[src/rtl/flash_status_pkg.sv]
package flash_status_pkg;

  typedef enum logic [2:0] {
    OP_RDSR   = 3'd0,
    OP_WRSR   = 3'd1,
    OP_WREN   = 3'd2,
    OP_WRDI   = 3'd3,
    OP_PROG   = 3'd4,
    OP_SERASE = 3'd5,
    OP_BERASE = 3'd6,
    OP_NOP    = 3'd7
  } flash_op_e;

  localparam int IDX_WIP  = 0;
  localparam int IDX_WEL  = 1;
  localparam int IDX_SRWD = 7;
  localparam int IDX_TB   = 5;

  // commands that launch an array or status-write cycle
  function automatic logic op_starts_cycle(flash_op_e op);
    return (op == OP_WRSR) || (op == OP_PROG) ||
           (op == OP_SERASE) || (op == OP_BERASE);
  endfunction

  // commands that receive an accept or reject verdict
  function automatic logic op_is_modifying(flash_op_e op);
    return op_starts_cycle(op) || (op == OP_WREN) || (op == OP_WRDI);
  endfunction

  // protect level from a status byte
  function automatic logic [3:0] bp_of(logic [7:0] sr);
    return {sr[6], sr[4], sr[3], sr[2]};
  endfunction

endpackage

[src/rtl/flash_prot_decode.sv]
module flash_prot_decode #(
  parameter int SEC_IDX_W = 8
) (
  input  logic [SEC_IDX_W-1:0] sector,
  input  logic [3:0]           bp,
  input  logic                 tb,
  output logic                 hit
);
  localparam logic [SEC_IDX_W:0] ALL_SEC = {1'b1, {SEC_IDX_W{1'b0}}};
  localparam logic [SEC_IDX_W:0] ONE_SEC = {{SEC_IDX_W{1'b0}}, 1'b1};

  // number of protected sectors for a given protect level
  function automatic logic [SEC_IDX_W:0] prot_count(logic [3:0] lvl);
    logic [SEC_IDX_W:0] cnt;
    if (lvl == 4'd0)
      cnt = '0;
    else if (int'(lvl) - 1 >= SEC_IDX_W)
      cnt = ALL_SEC;
    else
      cnt = ONE_SEC << (lvl - 4'd1);
    return cnt;
  endfunction

  logic [SEC_IDX_W:0] cnt;
  logic [SEC_IDX_W:0] sec_ext;

  always_comb begin
    cnt     = prot_count(bp);
    sec_ext = {1'b0, sector};
    if (tb)
      hit = sec_ext < cnt;
    else
      hit = sec_ext >= (ALL_SEC - cnt);
  end
endmodule

[src/rtl/flash_cmd_gate.sv]
module flash_cmd_gate
  import flash_status_pkg::*;
(
  input  logic      cmd_valid,
  input  flash_op_e op,
  input  logic      wip,
  input  logic      wel,
  input  logic      hw_frozen,
  input  logic      bp_zero,
  input  logic      prot_hit,
  output logic      ev_accept,
  output logic      ev_reject
);
  logic ok;

  always_comb begin
    ok = 1'b0;
    unique case (op)
      OP_WREN, OP_WRDI:    ok = 1'b1;
      OP_WRSR:             ok = wel && !hw_frozen;
      OP_PROG, OP_SERASE:  ok = wel && !prot_hit;
      OP_BERASE:           ok = wel && bp_zero;
      default:             ok = 1'b0;
    endcase
    if (wip) ok = 1'b0;
    ev_accept = cmd_valid && op_is_modifying(op) && ok;
    ev_reject = cmd_valid && op_is_modifying(op) && !ok;
  end
endmodule

[src/rtl/flash_status_regs.sv]
module flash_status_regs
  import flash_status_pkg::*;
(
  input  logic       clk,
  input  logic       rst_n,
  input  logic [5:0] nv_init,
  input  logic       ev_accept,
  input  flash_op_e  op,
  input  logic [5:0] wr_bits,
  input  logic       done_strobe,
  output logic [7:0] status,
  output logic       ev_done
);
  logic [5:0] nv_q;
  logic       wel_q;
  logic       wip_q;

  assign ev_done = done_strobe && wip_q;
  assign status  = {nv_q, wel_q, wip_q};

  always_ff @(posedge clk) begin
    if (!rst_n) begin
      nv_q  <= nv_init;
      wel_q <= 1'b0;
      wip_q <= 1'b0;
    end else if (ev_done) begin
      wip_q <= 1'b0;
      wel_q <= 1'b0;
    end else if (ev_accept) begin
      unique case (op)
        OP_WREN: wel_q <= 1'b1;
        OP_WRDI: wel_q <= 1'b0;
        OP_WRSR: begin
          nv_q  <= wr_bits;
          wip_q <= 1'b1;
        end
        OP_PROG, OP_SERASE, OP_BERASE: wip_q <= 1'b1;
        default: ;
      endcase
    end
  end

  // completion drops busy and write-enable together
  a_r3_done_clears: assert property (@(posedge clk) disable iff (!rst_n)
    ev_done |=> (status[IDX_WIP] == 1'b0) && (status[IDX_WEL] == 1'b0));

  // protection bits hold unless a status write is accepted
  a_r10_nv_stable: assert property (@(posedge clk) disable iff (!rst_n)
    !(ev_accept && op == OP_WRSR) |=> $stable(status[7:2]));
endmodule

[src/rtl/flash_status_ctrl.sv]
module flash_status_ctrl
  import flash_status_pkg::*;
#(
  parameter int ADDR_W    = 24,
  parameter int SECTOR_W  = 16,
  localparam int SEC_IDX_W = ADDR_W - SECTOR_W
) (
  input  logic                 clk,
  input  logic                 rst_n,
  input  logic [5:0]           nv_init,
  input  logic                 wp_n,
  input  logic                 cmd_valid,
  input  logic [2:0]           cmd_op,
  input  logic [SEC_IDX_W-1:0] cmd_sector,
  input  logic [5:0]           cmd_wr_bits,
  input  logic                 done_strobe,
  output logic [7:0]           status_byte,
  output logic                 cmd_accept,
  output logic                 cmd_reject
);
  flash_op_e  op;
  logic [3:0] bp_lvl;
  logic       hw_frozen;
  logic       prot_hit;
  logic       ev_accept;
  logic       ev_reject;
  logic       ev_done;

  assign op        = flash_op_e'(cmd_op);
  assign bp_lvl    = bp_of(status_byte);
  assign hw_frozen = status_byte[IDX_SRWD] && !wp_n;

  flash_prot_decode #(.SEC_IDX_W(SEC_IDX_W)) u_prot (
    .sector (cmd_sector),
    .bp     (bp_lvl),
    .tb     (status_byte[IDX_TB]),
    .hit    (prot_hit)
  );

  flash_cmd_gate u_gate (
    .cmd_valid (cmd_valid),
    .op        (op),
    .wip       (status_byte[IDX_WIP]),
    .wel       (status_byte[IDX_WEL]),
    .hw_frozen (hw_frozen),
    .bp_zero   (bp_lvl == 4'd0),
    .prot_hit  (prot_hit),
    .ev_accept (ev_accept),
    .ev_reject (ev_reject)
  );

  flash_status_regs u_regs (
    .clk         (clk),
    .rst_n       (rst_n),
    .nv_init     (nv_init),
    .ev_accept   (ev_accept),
    .op          (op),
    .wr_bits     (cmd_wr_bits),
    .done_strobe (done_strobe),
    .status      (status_byte),
    .ev_done     (ev_done)
  );

  always_ff @(posedge clk) begin
    if (!rst_n) begin
      cmd_accept <= 1'b0;
      cmd_reject <= 1'b0;
    end else begin
      cmd_accept <= ev_accept;
      cmd_reject <= ev_reject;
    end
  end

  // an accepted cycle start shows as busy afterwards
  a_r2_start_sets_wip: assert property (@(posedge clk) disable iff (!rst_n)
    ev_accept && op_starts_cycle(op) |=> cmd_accept && status_byte[IDX_WIP]);

  // no write-enable latch, no cycle start
  a_r4_no_wel_reject: assert property (@(posedge clk) disable iff (!rst_n)
    cmd_valid && op_starts_cycle(op) && !status_byte[IDX_WEL] |=> cmd_reject);

  // busy device refuses every modifying command
  a_r5_busy_reject: assert property (@(posedge clk) disable iff (!rst_n)
    cmd_valid && op_is_modifying(op) && status_byte[IDX_WIP] |=> cmd_reject);

  // frozen protection refuses status writes
  a_r7_frozen_reject: assert property (@(posedge clk) disable iff (!rst_n)
    cmd_valid && op == OP_WRSR && status_byte[IDX_SRWD] && !wp_n |=> cmd_reject);

  // bulk erase needs a zero protect level
  a_r8_bulk_guard: assert property (@(posedge clk) disable iff (!rst_n)
    cmd_valid && op == OP_BERASE && bp_lvl != 4'd0 |=> cmd_reject);

  // protected sectors refuse program and sector erase
  a_r9_region_reject: assert property (@(posedge clk) disable iff (!rst_n)
    cmd_valid && (op == OP_PROG || op == OP_SERASE) && prot_hit |=> cmd_reject);

  // read and no-op give no verdict
  a_r12_read_quiet: assert property (@(posedge clk) disable iff (!rst_n)
    cmd_valid && !op_is_modifying(op) |=> !cmd_accept && !cmd_reject);

  // verdict pulses never overlap
  a_r2_one_verdict: assert property (@(posedge clk) disable iff (!rst_n)
    $onehot0({cmd_accept, cmd_reject}));
endmodule

[config.mk]
export PLATFORM = sky130hd
export DESIGN_NAME = flash_status_ctrl
export DESIGN_NICKNAME = d
export VERILOG_FILES = /design/src/rtl/flash_status_pkg.sv /design/src/rtl/flash_prot_decode.sv /design/src/rtl/flash_cmd_gate.sv /design/src/rtl/flash_status_regs.sv /design/src/rtl/flash_status_ctrl.sv
export SDC_FILE = /design/constraint.sdc
export NUM_CORES = 1
export LEC_CHECK = 0
export BUFFER_PORTS_ARGS = -buffer_cell sky130_fd_sc_hd__buf_2
export CORE_UTILIZATION = 50
export DETAILED_ROUTE_END_ITERATION = 6
export PLACE_DENSITY = 0.79
export SYNTH_ARGS = -nofsm -noshare
export SYNTH_HDL_FRONTEND = slang
export SYNTH_HIERARCHICAL = 1
export SYNTH_SLANG_ARGS = --single-unit
[constraint.sdc]
create_clock -name clk -period 4.75 [get_ports clk]
set_clock_uncertainty 0.2 [all_clocks]
set_input_delay 0.95 -clock clk [delete_from_list [all_inputs] [get_ports clk]]
set_output_delay 0.95 -clock clk [all_outputs]
set_load 0.05 [all_outputs]
==> flow_summary_export.csv, run 1 <==
group,metric,value,unit
timing,setup_tns,0,ns
worst_setup_path,cp_max_fo,13,
worst_setup_path,path_buf_inv,0,
timing,clock.fmax,0.242,GHz
clock_network,htreeDepth,1,
grt,grt_pass1_vias,1017,
worst_setup_path,slowest_delay,0.61,ns
drt,topRoutingLayerUsed,"met4",
timing,max_slew_margin,71.6,%
grt,antenna_found_initial,0,
clock_network,cts_root_buf,"clkbuf_4",
placement,dp_hpwl,2.09,mm
pwr,leakage,0.000611,uW
timing,tightest_slew,0.426,ns
final_layout,fin_nets,211,
timing,finalCritPeriodShare,86.9,%
floorplan,fp.dieH,50.3,um
floorplan,dieArea,0.00253,mm^2
final_layout,num_antenna_cells,0,
hold_path,hp-class,"reg -> reg",
worst_setup_path,start_kind,"flop",
timing,fin_ws,0.623,ns
clock_network,cts_tree,"yes",
clock_network,ctsResizeCount,0,
final_layout,fin_cells,195,
drt,drc,0,
placement,place.gp.congestion,0.822,
pwr,vdd_drop_max,0.151,mV
logic_synthesis,synthCells,133,
final_layout,multi_input_area,822,um^2
drt,drt_wl_total,2.49,mm
pwr,power_density,198,mW/mm^2
placement,dp_slack,0.646,ns
grt,grt_usage,22.3,%
clock_network,clk_path_buf_depth,2,
final_layout,drive_gt1_share,34.7,%
worst_setup_path,required,4.50,ns
logic_synthesis,synth_area,0.00117,mm^2
timing,final_hold_viol_count,0,
drt,vias_per_cell,5.48,
floorplan,ios,38,
timing,setup_viol,0,
drt,ant_nets,0,
drt,firstDrtPassIters,4,
clock_network,cts_made_buffers,3,
final_layout,post-route-util,61.8,%
timing,slew_violations,0,
placement,placed_cell_area,0.00134,mm^2
floorplan,start_util,52.8,%
timing,rsz0062_at_grt,"no",
floorplan,die_x,50.3,um
clock_network,cts.sinks,10,
drt,wl_per_cell,12.8,um
floorplan,rows,17,
worst_setup_path,path_delay_family,"compound AO/OA/AOI/OAI gates",
worst_setup_path,cp-end-kind,"flop",
timing,finalCriticalPeriod,4.13,ns
worst_setup_path,cp.arrival,3.88,ns
status,outcome,"complete, no violations",
drt,dr_wl_met2,1.24,mm
clock_network,clk_pin_slew,0.06,ns
final_layout,fill_cells,194,
flow_run,maxCapViolations,0,
logic_synthesis,yosys_warnings,6,
worst_setup_path,worstPathCellList,"nor2b_1 -> nand2_1 -> ha_1 -> nor3_1 -> a21oi_1 -> o21ai_0 -> ha_1 -> nand4_1 -> and3_1 -> o21ai_0 -> a32o_1 -> nor2b_1 -> o311ai_1 -> a221oi_1 -> nor2b_4 -> a31o_2",
final_layout,synthToLayoutAreaGrowth,17.0,%
floorplan,core_area,0.00221,mm^2
final_layout,ff_latch_area,260,um^2
drt,drtIter0Drc,11,
grt,overflow,0,
grt,grt_pass1_wl,4.33,mm
clock_network,holdBufCountCts,0,
final_layout,fin_area,0.00137,mm^2
worst_setup_path,cpMaxStageDelayCell,"edfxtp_1",
placement,port_buffers,37,
drt,wl_met1,1.13,mm
logic_synthesis,syn_avg_cell_area,8.78,um^2
grt,grt_max_degree,14,
drt,wl_met3,110,um
logic_synthesis,syn_nets,176,
placement,dp_cells,191,
drt,vias,1068,
clock_network,clock_latency,0.26,ns
clock_network,cts_setup_buffers,0,
worst_setup_path,path_class,"reg -> reg",
==> per-layer routing <==
layer | vias up | GRT usage (%)
li1 | 554 | -
met5 | - | 0
met1 | 484 | 27.5
met2 | 28 | 39.6
met3 | 2 | 1.82
met4 | 0 | 9.26
==> power by group <==
group          internal, uW  switching, uW
logic                  45.8           60.1
registers              97.6           9.11
clock network          32.3           26.0
total                   176           95.2
==> per-stage QoR <==
step | power [uW] | hold WS (ns)
final | 271 | 0.320
after global routing | 293 | 0.348
after CTS | 274 | 0.318
after detailed placement | 214 | 0.311
after global placement | 209 | 0.286
after floorplan | 184 | 0.236
==> final cells by class <==
class | count | share of cell area [%]
multi-input cells | 106 | 60.2
flip-flops and latches | 10 | 19.0
repair buffers | 37 | 13.6
inverters | 10 | 2.75
well taps | 28 | 2.56
clock buffers | 4 | 1.92
==> worst register-to-register path, delay by kind of cell, from the launching register on <==
family                     cells  cell delay [ns]
adders and majority gates      2             0.58
DFF                            1             0.61
and+or+nand+nor                7             1.16
AOI/OAI and AO/OA              7             1.28
==> cells in the final DEF (no fill, tap or decap), types with 5 or more instances in the layout <==
| master | n |
|---|---|
| ha_1 | 15 |
| nand2b_1 | 5 |
| nand2_1 | 8 |
| edfxtp_1 | 6 |
| nor2b_1 | 7 |
| inv_1 | 10 |
| buf_2 | 37 |
| o21ai_0 | 7 |
| mux2_2 | 5 |
| nor2_1 | 8 |
| a21oi_1 | 5 |
==> flip-flops by register name, summed over array words and instances, names as in the netlist <==
signal and flops:
cmd_accept 1, cmd_reject 1, u_regs/nv_q 6, u_regs/wel_q 1, u_regs/wip_q 1
==> final timing paths <==
check	start	endpoint	slack [ns]	cells after the start
setup / recovery	u_regs/nv_q[1]$_DFFE_PP_	u_regs/nv_q[2]$_DFFE_PP_	0.62	16
hold / removal	u_regs/wip_q$_SDFFE_PP0P_	u_regs/wip_q$_SDFFE_PP0P_	0.32	2
setup reg to reg	u_regs/nv_q[1]$_DFFE_PP_	u_regs/nv_q[2]$_DFFE_PP_	0.62	16
hold reg to reg	u_regs/wip_q$_SDFFE_PP0P_	u_regs/wip_q$_SDFFE_PP0P_	0.32	2
Note: power is estimated with default switching activity, not from simulation.
==> run 2: changes to the inputs <==
--- a/config.mk
+++ b/config.mk
@@ -8,8 +8,7 @@
 export BUFFER_PORTS_ARGS = -buffer_cell sky130_fd_sc_hd__buf_2
 export CORE_UTILIZATION = 50
 export DETAILED_ROUTE_END_ITERATION = 6
-export PLACE_DENSITY = 0.79
+export PLACE_DENSITY = 0.8
 export SYNTH_ARGS = -nofsm -noshare
 export SYNTH_HDL_FRONTEND = slang
-export SYNTH_HIERARCHICAL = 1
 export SYNTH_SLANG_ARGS = --single-unit
==> run 2 against run 1 <==
Net effect: global-route usage rose by 0.22 points; hold slack improved by 0.013 ns; non-clock buffer count did not move; die area fell by 5.6%; sequential cell count did not move; worst setup slack improved by 0.53 ns; register-to-register slack improved by 0.53 ns; critical endpoint is now u_regs.nv_q[0]$_DFFE_PP_; critical path depth fell by 5; clock power rose by 29%; via count rose by 1.4%; sequential power barely moved; final area fell by 4.2%; highest routed layer unchanged.
==> flow_summary_export.csv, run 2 <==
group,metric,value,unit
pwr,leakage,0.000600,uW
hold_path,hp-class,"reg -> reg",
grt,overflow,0,
final_layout,ff_latch_area,260,um^2
logic_synthesis,ys.flop_type,"edfxtp_1",
logic_synthesis,synth_common_cells,"16 x ha_1, 14 x nand2_1, 11 x nor2_1",
logic_synthesis,ys_seq_elements,10,
clock_network,htreeDepth,1,
timing,finalCritPeriodShare,75.7,%
final_layout,largest_register_ffs,6,
worst_setup_path,required,4.44,ns
floorplan,fp.dieH,48.9,um
logic_synthesis,synth_area_leaders,"ha_1 18%, edfxtp_1 16%, dfxtp_1 7.3%",
timing,fin_ws,1.16,ns
drt,ant_nets,0,
grt,grt_usage,22.5,%
worst_setup_path,cp-end-kind,"flop",
timing,rsz0062_at_grt,"no",
floorplan,core_area,0.00202,mm^2
logic_synthesis,yosysSeqAreaShare,23.7,%
final_layout,fin_nets,210,
logic_synthesis,synth-xor-area-share,1.59,%
clock_network,cts_tree,"yes",
logic_synthesis,synth_cell_types,37,
timing,max_slew_margin,64.6,%
worst_setup_path,cp_max_fo,14,
final_layout,final_common_cell,"buf_2",
placement,dp_slack,1.17,ns
clock_network,cts_root_buf,"clkbuf_4",
timing,setup_viol,0,
logic_synthesis,synth_top_family_by_area,"compound AO/OA/AOI/OAI gates",
logic_synthesis,synth.mux.area_fraction,6.14,%
placement,place.gp.congestion,0.829,
drt,vias,1083,
logic_synthesis,synthArstFlopShare,0,%
clock_network,clk_pin_slew,0.07,ns
final_layout,synthToLayoutAreaGrowth,19.0,%
grt,grt_max_degree,15,
clock_network,clock_latency,0.26,ns
worst_setup_path,r2r-start,"u_regs.nv_q[4]$_DFFE_PP_",
worst_setup_path,rr_worst_depth,11,
clock_network,clk_path_buf_depth,2,
grt,antenna_found_initial,0,
timing,slew_violations,0,
grt,grt_pass1_wl,4.33,mm
floorplan,die_x,48.9,um
worst_setup_path,path_class,"reg -> reg",
timing,setup_tns,0,ns
logic_synthesis,synthCells,132,
worst_setup_path,cp.arrival,3.28,ns
grt,grt_pass1_vias,1022,
final_layout,multi_input_area,759,um^2
worst_setup_path,ff2ff_setup_slack,1.16,ns
final_layout,num_antenna_cells,0,
pwr,power_density,216,mW/mm^2
timing,clock.fmax,0.278,GHz
logic_synthesis,synth_compound_area_share,22.2,%
clock_network,cts_made_buffers,3,
floorplan,ios,38,
timing,tightest_slew,0.528,ns
placement,dp_hpwl,1.97,mm
drt,vias_per_cell,5.64,
drt,firstDrtPassIters,5,
worst_setup_path,worstSetupEndpoint,"u_regs.nv_q[0]$_DFFE_PP_",
logic_synthesis,yosys.area.top_type,"ha_1",
clock_network,ctsResizeCount,0,
logic_synthesis,syn_avg_cell_area,8.33,um^2
floorplan,dieArea,0.00239,mm^2
pwr,vdd_drop_max,0.208,mV
logic_synthesis,synth_edf_count,6,
drt,drtIter0Drc,46,
drt,wl_per_cell,12.5,um
logic_synthesis,synth-simple-area-share,20.9,%
drt,drt_wl_total,2.41,mm
worst_setup_path,start_kind,"flop",
hold_path,holdPathStages,2,
flow_run,maxCapViolations,0,
status,outcome,"complete, no violations",
clock_network,cts_setup_buffers,0,
logic_synthesis,yosysMostFrequentCell,"ha_1",
logic_synthesis,yosys_warnings,0,
drt,drc,0,
final_layout,drive_gt1_share,27.3,%
worst_setup_path,cp-startpoint,"u_regs.nv_q[4]$_DFFE_PP_",
logic_synthesis,syn_nets,176,
floorplan,rows,16,
placement,port_buffers,37,
timing,final_hold_viol_count,0,
final_layout,regMostFlops,"u_regs.nv_q",
clock_network,holdBufCountCts,0,
clock_network,cts.sinks,10,
logic_synthesis,synth_area,0.00110,mm^2
logic_synthesis,synthAdderAreaFrac,18.2,%
final_layout,most-common-layout-cells,"37 x buf_2, 16 x ha_1, 14 x nand2_1, 11 x nor2_1, 10 x a21oi_1",
worst_setup_path,reg2reg_to,"u_regs.nv_q[0]$_DFFE_PP_",
timing,finalCriticalPeriod,3.59,ns
final_layout,fill_cells,175,
logic_synthesis,synthDominantCellAreaShare,18.2,%
floorplan,start_util,54.4,%
run 2: kinds of logic after synthesis:
kind of cell    count (synthesis)
simple gates                   46
compound gates                 35
buf+inv                        17
fa+ha+maj                      16
flops                          10
mux                             6
xor+xnor                        2
run 2: final cells by class:
class | instances | share of cell area [%]
multi-input cells | 105 | 58.0
inverters | 9 | 2.58
well taps | 27 | 2.58
clock buffers | 4 | 2.77
flip-flops and latches | 10 | 19.9
repair buffers | 37 | 14.1
run 2: report_power, final:
part           internal (uW)  switching (uW)  total (uW)
registers               97.8            8.23         106
clock network           46.4            28.6        75.0
logic                   40.5            61.1         102
total                    185            97.8         283
run 2: worst min-delay path by stage:
| stage | start | endpoint | slack [ns] |
|---|---|---|---|
| global route | u_regs.wip_q$_SDFFE_PP0P_ | u_regs.wip_q$_SDFFE_PP0P_ | 0.36 |
| CTS | u_regs.wip_q$_SDFFE_PP0P_ | u_regs.wip_q$_SDFFE_PP0P_ | 0.33 |
| detailed placement | u_regs.wip_q$_SDFFE_PP0P_ | u_regs.wip_q$_SDFFE_PP0P_ | 0.31 |
| finish | u_regs.wip_q$_SDFFE_PP0P_ | u_regs.wip_q$_SDFFE_PP0P_ | 0.33 |
| floorplan | u_regs.wip_q$_SDFFE_PP0P_ | u_regs.wip_q$_SDFFE_PP0P_ | 0.28 |
| global placement | u_regs.wip_q$_SDFFE_PP0P_ | u_regs.wip_q$_SDFFE_PP0P_ | 0.30 |
run 2: stage by stage:
| step | cell area [um^2] | cells | power (uW) | util [%] | hold slack [ns] |
|---|---|---|---|---|---|
| 3_3_place_gp | 1270 | 188 | 205 | 62.9 | 0.298 |
| 2_1_floorplan | 1100 | 132 | 179 | - | 0.280 |
| 4_1_cts | 1310 | 192 | 283 | 64.7 | 0.326 |
| 5_1_grt | 1310 | 192 | 303 | 64.7 | 0.357 |
| 6_report | 1310 | 192 | 283 | 64.7 | 0.333 |
| 3_5_place_dp | 1270 | 188 | 208 | 62.9 | 0.310 |
run 2: critical path: stages (launching register included):
cell	delay, ns
edfxtp_1	0.59
nor2_1	0.28
nand2_1	0.11
ha_1	0.30
o21ai_0	0.10
o21ai_0	0.11
ha_1	0.30
a21o_1	0.18
a211o_1	0.28
o22ai_1	0.19
a21oi_2	0.12
o21ai_1	0.46
run 2: routing by layer:
metal  wire (um)  track usage [%]  share of wire, %  up-vias
li1            -                -                 -      554
met3         122             2.49               5.1        2
met2        1150             41.0                48       37
met4          21             4.41              0.87        0
met5           0                0                 0        -
met1        1110             28.5                46      490
